### config.mk
export PLATFORM = sky130hd
export DESIGN_NAME = ebus_timing_ctrl
export DESIGN_NICKNAME = d
export VERILOG_FILES = /design/src/rtl/ebus_pkg.sv /design/src/rtl/ebus_cfg_regs.sv /design/src/rtl/ebus_tick_gen.sv /design/src/rtl/ebus_seq.sv /design/src/rtl/ebus_timing_ctrl.sv
export SDC_FILE = /design/constraint.sdc
export NUM_CORES = 1
export LEC_CHECK = 0
export BUFFER_PORTS_ARGS = -buffer_cell sky130_fd_sc_hd__buf_2
export CAP_MARGIN = 20
export CORE_MARGIN = 4
export CORE_UTILIZATION = 30
export CTS_CLUSTER_SIZE = 20
export DETAILED_ROUTE_END_ITERATION = 6
export PLACE_DENSITY = 0.51
export SYNTH_ARGS = -nofsm -noshare
export SYNTH_HDL_FRONTEND = slang
export SYNTH_SLANG_ARGS = --single-unit
export TNS_END_PERCENT = 30
### constraint.sdc
create_clock -name clk -period 6.5 [get_ports clk]
set_clock_uncertainty 0.15 [all_clocks]
set_input_delay 0 -clock clk [delete_from_list [all_inputs] [get_ports clk]]
set_output_delay 0 -clock clk [all_outputs]
set_load 0.01 [all_outputs]
### src/rtl/ebus_pkg.sv
`timescale 1ns/1ps
package ebus_pkg;
  localparam int NUM_ZONES = 5;
  localparam int ZONE_W    = 3;
  localparam int SEL_W     = 3;
  localparam int LEAD_W    = 3;
  localparam int ACT_W     = 4;
  localparam int TRAIL_W   = 3;
  localparam int CNT_W     = ACT_W;
  localparam int CFG_W     = LEAD_W + ACT_W + TRAIL_W;
  localparam int LEAD_MAX  = 6;
  localparam int ACT_MAX   = 14;
  localparam int TRAIL_MAX = 6;

  typedef struct packed {
    logic [TRAIL_W-1:0] trail;
    logic [ACT_W-1:0]   act;
    logic [LEAD_W-1:0]  lead;
  } zone_tim_t;

  typedef enum logic [2:0] {
    PH_IDLE, PH_LEAD, PH_ACT, PH_TRAIL, PH_ACK
  } phase_e;

  // Effective phase length: zero means one cycle, large values are capped.
  function automatic logic [CNT_W-1:0] eff_len(input logic [CNT_W-1:0] v,
                                               input logic [CNT_W-1:0] mx);
    if (v == '0) return CNT_W'(1);
    if (v > mx) return mx;
    return v;
  endfunction
endpackage

### src/rtl/ebus_cfg_regs.sv
`timescale 1ns/1ps
module ebus_cfg_regs
  import ebus_pkg::*;
(
  input  logic             clk,
  input  logic             rst,
  input  logic             cfg_we,
  input  logic [SEL_W-1:0] cfg_sel,
  input  logic [CFG_W-1:0] cfg_wdata,
  output zone_tim_t        tim_o [NUM_ZONES],
  output logic             half_rate_o
);
  localparam zone_tim_t TIM_RST = '{trail: TRAIL_W'(TRAIL_MAX),
                                    act:   ACT_W'(ACT_MAX),
                                    lead:  LEAD_W'(LEAD_MAX)};
  localparam logic [SEL_W-1:0] CLK_SEL = SEL_W'(NUM_ZONES);

  for (genvar zi = 0; zi < NUM_ZONES; zi++) begin : g_zone
    always_ff @(posedge clk) begin
      if (rst)
        tim_o[zi] <= TIM_RST;
      else if (cfg_we && cfg_sel == SEL_W'(zi))
        tim_o[zi] <= zone_tim_t'(cfg_wdata);
    end
  end

  always_ff @(posedge clk) begin
    if (rst)
      half_rate_o <= 1'b1;
    else if (cfg_we && cfg_sel == CLK_SEL)
      half_rate_o <= cfg_wdata[0];
  end

  // the rate bit only moves on a write to its own select
  assert_rate_hold_R3: assert property (@(posedge clk) disable iff (rst)
    !(cfg_we && cfg_sel == CLK_SEL) |=> $stable(half_rate_o));
endmodule

### src/rtl/ebus_tick_gen.sv
`timescale 1ns/1ps
module ebus_tick_gen (
  input  logic clk,
  input  logic rst,
  input  logic restart,
  input  logic half_rate,
  output logic tick_last
);
  logic tog;

  always_ff @(posedge clk) begin
    if (rst || restart)
      tog <= 1'b0;
    else if (half_rate)
      tog <= ~tog;
    else
      tog <= 1'b0;
  end

  assign tick_last = !half_rate || tog;

  // at half rate a timing-cycle end is followed by a non-end cycle
  assert_half_alt_R3: assert property (@(posedge clk) disable iff (rst)
    (half_rate && !restart && tick_last) |=> !tick_last);
endmodule

### src/rtl/ebus_seq.sv
`timescale 1ns/1ps
module ebus_seq
  import ebus_pkg::*;
#(
  parameter int ADDR_W = 20,
  parameter int DATA_W = 16
) (
  input  logic                  clk,
  input  logic                  rst,
  input  logic                  req_valid,
  input  logic                  req_write,
  input  logic [ZONE_W-1:0]     req_zone,
  input  logic [ADDR_W-1:0]     req_addr,
  input  logic [DATA_W-1:0]     req_wdata,
  input  zone_tim_t             tim_i [NUM_ZONES],
  input  logic                  half_cfg,
  input  logic                  tick_last,
  input  logic [DATA_W-1:0]     bus_din,
  output logic                  restart,
  output logic                  half_lat,
  output logic [NUM_ZONES-1:0]  cs_n,
  output logic [ADDR_W-1:0]     bus_addr,
  output logic                  rd_n,
  output logic                  wr_n,
  output logic                  oe,
  output logic [DATA_W-1:0]     dout,
  output logic                  ack,
  output logic [DATA_W-1:0]     rd_data
);
  localparam logic [CNT_W-1:0] LEAD_CAP  = CNT_W'(LEAD_MAX);
  localparam logic [CNT_W-1:0] ACT_CAP   = CNT_W'(ACT_MAX);
  localparam logic [CNT_W-1:0] TRAIL_CAP = CNT_W'(TRAIL_MAX);
  localparam logic [CNT_W-1:0] ONE       = CNT_W'(1);

  phase_e             phase, nph;
  logic [CNT_W-1:0]   cnt, ncnt;
  zone_tim_t          tim_lat;
  logic [ZONE_W-1:0]  zone_lat, zone_nx;
  logic               wr_lat, wr_nx, accept, busy_nx, zone_ok;

  assign zone_ok = req_zone < ZONE_W'(NUM_ZONES);

  always_comb begin
    nph    = phase;
    ncnt   = cnt;
    accept = 1'b0;
    unique case (phase)
      PH_IDLE: if (req_valid && zone_ok) begin
        accept = 1'b1;
        nph    = PH_LEAD;
        ncnt   = eff_len(CNT_W'(tim_i[req_zone].lead), LEAD_CAP) - ONE;
      end
      PH_LEAD: if (tick_last) begin
        if (cnt == '0) begin
          nph  = PH_ACT;
          ncnt = eff_len(CNT_W'(tim_lat.act), ACT_CAP) - ONE;
        end else ncnt = cnt - ONE;
      end
      PH_ACT: if (tick_last) begin
        if (cnt == '0) begin
          nph  = PH_TRAIL;
          ncnt = eff_len(CNT_W'(tim_lat.trail), TRAIL_CAP) - ONE;
        end else ncnt = cnt - ONE;
      end
      PH_TRAIL: if (tick_last) begin
        if (cnt == '0) nph = PH_ACK;
        else ncnt = cnt - ONE;
      end
      PH_ACK:  nph = PH_IDLE;
      default: nph = PH_IDLE;
    endcase
  end

  assign restart = accept;
  assign zone_nx = accept ? req_zone  : zone_lat;
  assign wr_nx   = accept ? req_write : wr_lat;
  assign busy_nx = (nph == PH_LEAD) || (nph == PH_ACT) || (nph == PH_TRAIL);

  always_ff @(posedge clk) begin
    if (rst) begin
      phase    <= PH_IDLE;
      cnt      <= '0;
      tim_lat  <= '0;
      zone_lat <= '0;
      wr_lat   <= 1'b0;
      half_lat <= 1'b1;
      cs_n     <= '1;
      rd_n     <= 1'b1;
      wr_n     <= 1'b1;
      oe       <= 1'b0;
      ack      <= 1'b0;
      bus_addr <= '0;
      dout     <= '0;
      rd_data  <= '0;
    end else begin
      phase <= nph;
      cnt   <= ncnt;
      if (accept) begin
        tim_lat  <= tim_i[req_zone];
        zone_lat <= req_zone;
        wr_lat   <= req_write;
        half_lat <= half_cfg;
        bus_addr <= req_addr;
        dout     <= req_wdata;
      end
      for (int z = 0; z < NUM_ZONES; z++)
        cs_n[z] <= !(busy_nx && zone_nx == ZONE_W'(z));
      rd_n <= !(nph == PH_ACT && !wr_nx);
      wr_n <= !(nph == PH_ACT && wr_nx);
      oe   <= ((nph == PH_ACT) || (nph == PH_TRAIL)) && wr_nx;
      ack  <= (nph == PH_ACK);
      if (phase == PH_ACT && tick_last && cnt == '0 && !wr_lat)
        rd_data <= bus_din;
    end
  end

  // the two strobes are never low together
  assert_strobe_excl_R5: assert property (@(posedge clk) disable iff (rst)
    !(!rd_n && !wr_n));
  // a strobe is only low inside a selected zone
  assert_strobe_in_cs_R4: assert property (@(posedge clk) disable iff (rst)
    (!rd_n || !wr_n) |-> (cs_n != '1));
  // the data driver never overlaps a read strobe
  assert_oe_no_read_R10: assert property (@(posedge clk) disable iff (rst)
    oe |-> rd_n);
  // acknowledge lasts one cycle and comes with the bus released
  assert_ack_pulse_R9: assert property (@(posedge clk) disable iff (rst)
    ack |=> !ack);
  assert_ack_idle_R9: assert property (@(posedge clk) disable iff (rst)
    ack |-> (cs_n == '1 && rd_n && wr_n && !oe));
  // address holds while a select stays low
  assert_addr_hold_R6: assert property (@(posedge clk) disable iff (rst)
    ((cs_n != '1) && $past(cs_n != '1)) |-> $stable(bus_addr));
endmodule

### src/rtl/ebus_timing_ctrl.sv
`timescale 1ns/1ps
module ebus_timing_ctrl
  import ebus_pkg::*;
#(
  parameter int ADDR_W = 20,
  parameter int DATA_W = 16
) (
  input  logic              clk,
  input  logic              rst,
  input  logic              cfg_we,
  input  logic [SEL_W-1:0]  cfg_sel,
  input  logic [CFG_W-1:0]  cfg_wdata,
  input  logic              req_valid,
  input  logic              req_write,
  input  logic [ZONE_W-1:0] req_zone,
  input  logic [ADDR_W-1:0] req_addr,
  input  logic [DATA_W-1:0] req_wdata,
  output logic              ack,
  output logic [DATA_W-1:0] rd_data,
  output logic              bus_cs_a_n,
  output logic              bus_cs_b_n,
  output logic              bus_cs_c_n,
  output logic [ADDR_W-1:0] bus_addr,
  output logic              bus_rd_n,
  output logic              bus_wr_n,
  output logic [DATA_W-1:0] bus_dout,
  output logic              bus_oe,
  input  logic [DATA_W-1:0] bus_din
);
  zone_tim_t              tim [NUM_ZONES];
  logic                   half_cfg, half_lat, restart, tick_last;
  logic [NUM_ZONES-1:0]   cs_n;

  ebus_cfg_regs u_cfg (
    .clk(clk), .rst(rst), .cfg_we(cfg_we), .cfg_sel(cfg_sel),
    .cfg_wdata(cfg_wdata), .tim_o(tim), .half_rate_o(half_cfg)
  );

  ebus_tick_gen u_tick (
    .clk(clk), .rst(rst), .restart(restart), .half_rate(half_lat),
    .tick_last(tick_last)
  );

  ebus_seq #(.ADDR_W(ADDR_W), .DATA_W(DATA_W)) u_seq (
    .clk(clk), .rst(rst), .req_valid(req_valid), .req_write(req_write),
    .req_zone(req_zone), .req_addr(req_addr), .req_wdata(req_wdata),
    .tim_i(tim), .half_cfg(half_cfg), .tick_last(tick_last),
    .bus_din(bus_din), .restart(restart), .half_lat(half_lat),
    .cs_n(cs_n), .bus_addr(bus_addr), .rd_n(bus_rd_n), .wr_n(bus_wr_n),
    .oe(bus_oe), .dout(bus_dout), .ack(ack), .rd_data(rd_data)
  );

  // Paired zones share one select: low when either member is low.
  assign bus_cs_a_n = cs_n[0] & cs_n[1];
  assign bus_cs_b_n = cs_n[2];
  assign bus_cs_c_n = cs_n[3] & cs_n[4];

  // never more than one select output low
  assert_one_group_R11: assert property (@(posedge clk) disable iff (rst)
    $countones({~bus_cs_a_n, ~bus_cs_b_n, ~bus_cs_c_n}) <= 1);
endmodule

# Word-level counts from Yosys, hierarchy flattened
# Index checks and enable logic that the tools add are counted.
# W data, S select, Z words.
[word_totals]
word_cells = 178
out_inout_bits = 59
inputBits = 73
ff_bits = 132
[classes]
bitwise_logic = 5
order_cmp = 5
n_eq_ne = 21
mux = 68
n_addsub = 4
n_reduce_logical = 43
[ops]
columns = ["cell", "count"]
rows = [
  ["$mux W4", 27],
  ["$bmux W10 S3", 1],
  ["$mux W1", 28],
  ["$eq A3 B2 Y1 const B", 8],
  ["$mux W3", 8],
  ["$mux W10", 2],
  ["$logic_and A1 B1 Y1", 18],
  ["$pmux W4 S4", 1],
  ["$sub A4 B1 Y4 const B", 4],
  ["$logic_not A3 Y1", 5],
  ["$eq A3 B1 Y1 const B", 4],
  ["$eq A3 B3 Y1 const B", 4],
  ["$pmux W3 S4", 1],
  ["$logic_not A1 Y1", 10],
  ["$logic_not A4 Y1", 2],
  ["$ne A2 B1 Y1 const B", 4],
  ["$gt A3 B3 Y1 const B", 2],
  ["$reduce_and A6 Y1", 1],
  ["$logic_or A1 B1 Y1", 5],
  ["$ge A4 B4 Y1 const B", 1],
  ["$gt A4 B4 Y1 const B", 1],
  ["$not A3 Y4", 1],
  ["$reduce_bool A4 Y1", 1],
  ["$lt A3 B3 Y1 const B", 1],
  ["4 further kinds", 6],
]

# Longest topological paths before layout
# Gate-level depths: netlist (run 1).
[logic_depth]
ltp_word = 18
ltp_mapped = 9
depth_no_buf = 9

# Modules after synthesis
# Synthesis (run 1) repeated with hierarchy kept, for this count alone.
[unflattened]
cells_unflattened = 615
area_unflattened_um2 = 5594.1
[by_module_without_submodules]
columns = ["mod", "area_per_inst_um2", "seq_area_each_um2", "cells_each", "instances"]
rows = [
  ["ebus_seq", 3601.0, 1601.5, 427, 1],
  ["ebus_cfg_regs", 1939.4, 1021.0, 183, 1],
  ["ebus_tick_gen", 41.3, 20.0, 3, 1],
  ["ebus_timing_ctrl", 12.5, 0.0, 2, 1],
]

# Least setup slack after synthesis (run 1)
# OpenSTA, ideal clock, no wires.
[synth_path]
kind = "register to register"
startpoint = "register u_cfg.tim_o[11] (netlist bit)"
endpoint = "register u_seq.cnt[2]"
synth_period_minus_slack_ps = 2257
t_arrival_ps = 2027
stages_incl_launch_ff = 8
path_slack_ps = 4243
required_time_ps = 6269
n_path_buf = 0
setup_time_ps = 81
path_cell_list = "dfxtp_1 mux4_2 a2bb2oi_1 maj3_2 inv_1 ha_1 or3b_2 a41oi_1"
[synth_between]
elab_chain_len = 15
word_cells_on_any_way = 20
classes_between = "add/sub (1); order compare (1); mux (17); reduce/logical (1)"
[synth_rtl]
columns = ["element", "line", "rtl"]
rows = [
  ["from (decl)", "ebus_cfg_regs.sv:10", "output zone_tim_t tim_o [NUM_ZONES],"],
  ["from (signal, indexed assignment)", "ebus_cfg_regs.sv:23", "tim_o[zi] <= zone_tim_t'(cfg_wdata);"],
  ["$bmux W10 S3 (*)", "ebus_seq.sv:51", "ncnt = eff_len(CNT_W'(tim_i[req_zone].lead), LEAD_CAP) - ONE;"],
  ["$mux W10 (*) (2 in series)", "--", ""],
  ["$gt A3 B3 Y1", "ebus_pkg.sv:29", "if (v > mx) return mx;"],
  ["$mux W1 (2 in series)", "ebus_pkg.sv:29", ""],
  ["$mux W1", "ebus_seq.sv:48", "PH_IDLE: if (req_valid && zone_ok) begin"],
  ["$mux W1", "ebus_seq.sv:47", "unique case (phase)"],
  ["$mux W4", "ebus_pkg.sv:30", "return v;"],
  ["$mux W4 (*)", "ebus_pkg.sv:29", ""],
  ["$mux W4 (*)", "ebus_seq.sv:48", ""],
  ["$mux W4 (*)", "ebus_seq.sv:47", ""],
  ["$sub A4 B1 Y4 (*)", "ebus_seq.sv:51", ""],
  ["$mux W4 (*)", "ebus_seq.sv:48", ""],
  ["$pmux W4 S4 (*)", "ebus_seq.sv:47", ""],
  ["to (signal assigned)", "ebus_seq.sv:97", "cnt <= ncnt;"],
  ["to (decl)", "ebus_seq.sv:36", "logic [CNT_W-1:0] cnt, ncnt;"],
]
# Every way passes the cells marked *; elsewhere a longest branch is shown, timed or not. The select of a mux whose other input is x is not followed.
# A chain may end at the register's enable or synchronous reset.

# Worst setup path in the final report (run 1)
[layout_path]
startpoint = "register u_seq.cnt[0]"
endpoint = "register u_seq.rd_data[10]"
[layout_between]
elab_chain_len = 3
[layout_rtl]
columns = ["element", "line", "rtl"]
rows = [
  ["$logic_not A4 Y1", "ebus_seq.sv:112", "if (phase == PH_ACT && tick_last && cnt == '0 && !wr_lat)"],
  ["$logic_and A1 B1 Y1 (2 in series)", "ebus_seq.sv:112", ""],
  ["to (signal assigned)", "ebus_seq.sv:113", "rd_data <= bus_din;"],
  ["to (decl)", "ebus_seq.sv:28", "output logic [DATA_W-1:0] rd_data"],
]
# Every way passes these cells.

==> results.cfg, run 1 <==
[grt]
antenna_found_initial = 0
grt_usage_pct = 15.2
grt_pass1_wl_um = 26700
gr-total-overflow = 0
grt_max_degree = 106
grt_pass1_vias = 5328

[clock_network]
clk_pin_slew_ns = 0.06
post_cts_buffers = 0
clk_latency_ns = 0.41
numClockSinks = 132
tritoncts = yes
ctsResizeCount = 0
clockBufferDepth = 2
cts_root_buf = clkbuf_16
cts_inserted_buffers = 17
ctsHoldBuffers = 94
h-tree-depth = 4

[logic_synthesis]
synth_fa_ha_area_share_pct = 1.31
syn-num-nets = 718
ys_seq_elements = 132
synth_top_family_by_area = simple AND/OR/NAND/NOR gates
synth.most_common_cell = nand2_1
ys_async_sr_fraction_pct = 0
netlist_area_mm2 = 0.00565
synth_compound_area_share_pct = 16.6
ys_seq_area_share_pct = 46.7
synth_area_leaders = dfxtp_1 (47%), nand2_1 (11%), a21oi_1 (5.0%)
yosys-mux-area-fraction_pct = 5.84
synth_edf_count = 0
synth.largest_area_cell = dfxtp_1
ys_types = 60
synth_top_area_share_pct = 46.7
synth-simple-area-share_pct = 23.9
yosys_warnings = 0
synth_common_cells = nand2_1 (162), dfxtp_1 (132), a21oi_1 (57), nor2_1 (30), clkbuf_1 (24)
synth_xor_area_share_pct = 0.775
avgSynthCellArea_um2 = 8.83
syn_inst = 640
synth_ff_type = dfxtp_1

[layout]
syn_to_final_growth_pct = 40.8
diodes = 0
fin_util_pct = 43.6
nFillCells = 1738
nets = 923
drive_gt1_share_pct = 24.5
final_area_mm2 = 0.00796

[die]
dieArea_mm2 = 0.0211
num_io_pins = 132
die_y_um = 145
core_mm2 = 0.0183
start_util_pct = 30.9
std_cell_rows = 49
die_w_um = 145

[placement]
gp_congestion = 0.827
hpwl_um = 10300
io_buffers = 131
dpl_cell_area_mm2 = 0.00640

[power]
comb_power_share_pct = 14.5
irDropWorstVdd_mv = 0.183
p_int_uw = 1630
power_frac_seq_pct = 40.0
swShare_pct = 25.7
p_per_area_mw_per_mm2 = 276
clkPwrFrac_pct = 45.5
p_leak_uw = 0.00326
power.switching_uw = 563
power.total_uw = 2200

[timing]
period_minus_slack_ns = 3.21
max_freq_mhz = 312
slew_viol_final = 0
slew_headroom_pct = 29.9
setup_viol = 0
hold_slack_ns = 0.224
setup_tns_ns = 0
post-route-period-util_pct = 49.3
hold_violations = 0
tightest_slew_ns = 1.05
rsz0062_at_grt = no

[routing]
drt_iter0_drc = 245
drc = 0
met2_length_um = 8090
avgViaCountPerCell = 4.85
routed_wl_um = 16000
dr.pass1.iters = 4
via_count = 5269
drt-met1-wl_um = 6750
ant_nets = 0
wl_per_cell_um = 14.7
route.met3.wl_um = 672
dr.max_layer_used = met4

[worst_setup_path]
crit_path_cell_trace = inv_1 -> ha_1 -> or3b_4 -> nor3_4 -> and2_1 -> nand2_1 -> a21oi_1 -> dlygate4sd3_1
end_kind = register
crit_type = reg2reg
cp.required_ns = 6.70
crit_fanout = 16
cp_data_arrival_time_ns = 3.41
path_buf_inv = 2
worst-path-stages = 8
critPathLaunch = u_seq.cnt[0]$_SDFFE_PP0P_
startpoint_type = register
cp_top_family = simple AND/OR/NAND/NOR gates
reg2reg_slack_ns = 3.29
regToRegStartpoint = u_seq.cnt[0]$_SDFFE_PP0P_
max_stage_delay_ns = 0.71
r2r_cells = 8
regToRegEndpoint = u_seq.rd_data[10]$_SDFFE_PP0P_
critPathCapture = u_seq.rd_data[10]$_SDFFE_PP0P_
crit_slowest_cell = and2_1

[run]
cap_violations = 0

[worst_hold_path]
worstHoldPathType = in2reg

[status]
status = finished clean
[layout by cell type, fill, tap and decap left out, drive strengths merged, types with 3 or more instances in the layout]
cell type,Yosys,final
nand2,172,172
buf,20,136
dfxtp,132,132
dlygate4sd3,0,94
a21oi,67,67
nor2,31,31
nor2b,23,23
a211o,22,22
clkbuf,24,21
nand3b,17,17
mux2i,15,15
o21ai,12,12
nor3,12,12
inv,9,11
mux4,8,8
o22ai,8,8
and2,7,7
nand2b,6,6
a211oi,5,5
ha,5,5
xnor2,4,4
a221oi,4,4
nand3,3,3
nor4,3,3
bufinv,0,3
clkinvlp,0,3
o21bai,3,3
clkinv,0,3
[power by group through the flow]
stage | Sequential (uW) | Clock (uW) | Combinational, uW
floorplan | 896 | 0 | 193
global placement | 894 | 0 | 274
detailed placement | 896 | 0 | 278
CTS | 879 | 1020 | 319
global route | 884 | 1050 | 355
finish | 879 | 998 | 318
[area by class of cell]
cell class | instances | area, um^2 | area share (%)
Clock buffer | 21 | 470 | 5.91
Timing Repair Buffer | 230 | 1640 | 20.6
Inverter | 9 | 33.8 | 0.424
Clock inverter | 11 | 149 | 1.87
Sequential cell | 132 | 2640 | 33.2
Multi-Input combinational cell | 455 | 2740 | 34.4
Tap cell | 229 | 287 | 3.60
[stage by stage]
stage | setup slack [ns] | std cells
3_5_place_dp | 3.44 | 961
3_3_place_gp | 3.56 | 961
5_1_grt | 3.09 | 1087
6_report | 3.29 | 1087
2_1_floorplan | 4.24 | 640
4_1_cts | 3.32 | 1087
[cells by family (layout without fill, tap and decap cells)]
kind of cell / after synthesis / count (layout)
buffers and inverters: 53 / 271
multiplexers: 23 / 23
AND/OR/NAND/NOR: 283 / 283
adder cells (fa/ha/maj): 6 / 6
AO/OA/AOI/OAI: 138 / 138
flip-flops: 132 / 132
XOR/XNOR: 5 / 5
[sequential cells by signal, summed over array words and instances (netlist names), 3 cells and up]
signal / cells
u_cfg.tim_o: 50
u_seq.bus_addr: 20
u_seq.dout: 16
u_seq.rd_data: 16
u_seq.tim_lat: 7
u_seq.cs_n: 5
u_seq.cnt: 4
u_seq.phase: 3
u_seq.zone_lat: 3
[how the worst min path moves through the flow]
stage	depth (start not counted)	from	slack, ns	endpoint
floorplan	1	cfg_wdata[1]	-0.03	u_cfg.tim_o[1]$_SDFFE_PP1P_
global placement	3	bus_din[15]	0.09	u_seq.rd_data[15]$_SDFFE_PP0P_
detailed placement	3	bus_din[0]	0.1	u_seq.rd_data[0]$_SDFFE_PP0P_
CTS	4	req_wdata[8]	0.21	u_seq.dout[8]$_SDFFE_PP0P_
global route	4	req_addr[12]	0.22	u_seq.bus_addr[12]$_SDFFE_PP0P_
finish	4	req_addr[10]	0.22	u_seq.bus_addr[10]$_SDFFE_PP0P_
[routing by layer]
layer | vias to the layer above | track usage [%]
li1 | 2602 | -
met1 | 2489 | 18.1
met2 | 143 | 26.5
met3 | 35 | 3.24
met4 | 0 | 6.98
met5 | - | 0
[tightest hold or removal path, stage by stage]
cell	delay (ns)
dlygate4sd3_1	0.52
buf_2	0.11
nand2_1	0.04
a21oi_1	0.05
No activity file was read; power rests on OpenSTA's default activity.
==> run 2: changes to the inputs <==
--- a/config.mk
+++ b/config.mk
@@ -5,13 +5,14 @@
 export SDC_FILE = /design/constraint.sdc
 export NUM_CORES = 1
 export LEC_CHECK = 0
+export ABC_AREA = 1
 export BUFFER_PORTS_ARGS = -buffer_cell sky130_fd_sc_hd__buf_2
 export CAP_MARGIN = 20
 export CORE_MARGIN = 4
 export CORE_UTILIZATION = 30
 export CTS_CLUSTER_SIZE = 20
 export DETAILED_ROUTE_END_ITERATION = 6
-export PLACE_DENSITY = 0.51
+export PLACE_DENSITY = 0.53
 export SYNTH_ARGS = -nofsm -noshare
 export SYNTH_HDL_FRONTEND = slang
 export SYNTH_SLANG_ARGS = --single-unit
==> constraint.sdc (replaced) <==
create_clock -name clk -period 2.8 [get_ports clk]
set_clock_uncertainty 0.15 [all_clocks]
set_input_delay 0 -clock clk [delete_from_list [all_inputs] [get_ports clk]]
set_output_delay 0 -clock clk [all_outputs]
set_load 0.01 [all_outputs]
==> run 2 against run 1 <==
Net effect: clock power increased to 2.6 times the previous value; global-route usage grew 0.69 points; via count is 2.9% higher; final cell count grew 9.0%; die area down 3.4%; largest power group unchanged.
==> results.cfg, run 2 <==
[worst_setup_path]
crit_type = in2reg
end_kind = register
startpoint_type = input port
crit_fanout = 11
cp.required_ns = 2.95
r2r_cells = 9
cp_data_arrival_time_ns = 2.66

[clock_network]
clockBufferDepth = 2
clk_pin_slew_ns = 0.06
cts_root_buf = clkbuf_16
tritoncts = yes
cts_inserted_buffers = 17
numClockSinks = 132
h-tree-depth = 4
clk_latency_ns = 0.42

[logic_synthesis]
synth_ff_type = dfxtp_1
ys_seq_elements = 132
ys_async_sr_fraction_pct = 0
synth_area_leaders = dfxtp_1 (48%), nand2_1 (9.8%), nor2_1 (9.1%)
synth_top_area_share_pct = 48.5
netlist_area_mm2 = 0.00545
synth_common_cells = nand2_1 (143), dfxtp_1 (132), nor2_1 (132), o21ai_0 (86), nand3_1 (77)
synth.largest_area_cell = dfxtp_1
yosys_warnings = 0
ys_seq_area_share_pct = 48.5
synth.most_common_cell = nand2_1
ys_types = 32
avgSynthCellArea_um2 = 7.33
syn_inst = 744
synth_edf_count = 0
syn-num-nets = 822

[die]
core_mm2 = 0.0179
dieArea_mm2 = 0.0204
start_util_pct = 30.5
std_cell_rows = 49
num_io_pins = 132
die_y_um = 143
die_w_um = 143

[layout]
mostFrequentLayoutCells = nand2_1 (143), nor2_1 (132), dfxtp_1 (132)
regMostFlops = u_cfg.tim_o
final_common_cell = nand2_1
multi_input_area_mm2 = 0.00244
largest_reg_flops = 50
largestRegisters = u_cfg.tim_o (50), u_seq.bus_addr (20)
nets = 1021
diodes = 0
drive_gt1_share_pct = 20.4
fin_util_pct = 43.3
syn_to_final_growth_pct = 42.0
regArea_mm2 = 0.00264
nFillCells = 1838

[power]
p_leak_uw = 0.00359
irDropWorstVdd_mv = 0.416
power.total_uw = 5390
p_per_area_mw_per_mm2 = 696

[routing]
routed_wl_um = 15700
ant_nets = 0
drt_iter0_drc = 350
via_count = 5422
wl_per_cell_um = 13.3
avgViaCountPerCell = 4.58
dr.pass1.iters = 5
drc = 0

[timing]
slew_headroom_pct = 39.7
setup_tns_ns = 0
hold_violations = 0
max_freq_mhz = 398
post-route-period-util_pct = 89.8
slew_viol_final = 0
rsz0062_at_grt = no
tightest_slew_ns = 0.904
finalWorstSetupSlack_ns = 0.286
setup_viol = 0
period_minus_slack_ns = 2.51
hold_slack_ns = 0.190

[worst_hold_path]
holdPathStages = 6
worstHoldPathType = in2reg

[grt]
gr-total-overflow = 0
grt_usage_pct = 15.9
antenna_found_initial = 0
grt_max_degree = 93
grt_pass1_wl_um = 26100
grt_pass1_vias = 5305

[placement]
gp_congestion = 0.770
dp_slack_ns = 0.748
io_buffers = 131
hpwl_um = 10100

[status]
status = finished clean

[run]
cap_violations = 0
[run 2: final timing paths]
path                             startpoint                             end  slack [ns]
max                              cfg_sel[0]    u_cfg.tim_o[41]$_SDFFE_PP1P_        0.29
min                               req_valid  u_seq.bus_addr[0]$_SDFFE_PP0P_        0.19
max reg2reg       u_seq.cnt[0]$_SDFFE_PP0P_  u_seq.rd_data[10]$_SDFFE_PP0P_        0.42
min reg2reg  u_seq.rd_data[15]$_SDFFE_PP0P_  u_seq.rd_data[15]$_SDFFE_PP0P_        0.31
[run 2: cells by family after synthesis]
group	after synthesis	share of synthesized area, %
AND/OR/NAND/NOR	379	29.7
AO/OA/AOI/OAI	137	13.2
flip-flops	132	48.5
buffers and inverters	87	6.88
adder cells (fa/ha/maj)	5	1.15
XOR/XNOR	4	0.642
[run 2: cell type report]
| cell class | count | area share [%] |
|---|---|---|
| timing repair buffer | 219 | 19.5 |
| tap | 229 | 3.70 |
| clock buffer | 20 | 5.90 |
| inverter | 48 | 2.34 |
| clock inverter | 12 | 2.88 |
| sequential | 132 | 34.1 |
| multi-input combinational | 525 | 31.5 |
[run 2: power by group]
part	internal [uW]	leakage, uW	switching, uW	total, uW
clock	1720	0.000327	838	2560
sequential	2000	0.00108	58.7	2050
combinational	313	0.00219	465	778
total	4030	0.00359	1360	5390
[run 2: timing repair]
action | CTS | global route
setup buffers | 0 | 0
gates resized for setup | 0 | 0
hold endpoints to repair | 122 | 0
hold buffers | 79 | 0
[run 2: layer usage]
layer | up-vias | track usage [%] | share of wire (%)
met4 | 0 | 6.45 | 2.1
met3 | 24 | 3.72 | 4.5
li1 | 2829 | - | -
met5 | - | 0 | 0
met2 | 137 | 25.6 | 47
met1 | 2432 | 20.7 | 47
[run 2: worst max-delay path: stages]
cell and delay (ns):
dlygate4sd3_1 0.53, buf_2 0.12, nor2_1 0.05, dlygate4sd3_1 0.55, nand2_1 0.07, buf_4 0.18
clkinv_1 0.34, nand2_1 0.15, nand3_1 0.07, dlygate4sd3_1 0.59
[run 2: stage by stage]
stage,cells,cell area (um^2)
3_5_place_dp,1074,6270
6_report,1185,7740
3_3_place_gp,1074,6270
2_1_floorplan,744,5450
5_1_grt,1185,7740
4_1_cts,1185,7740
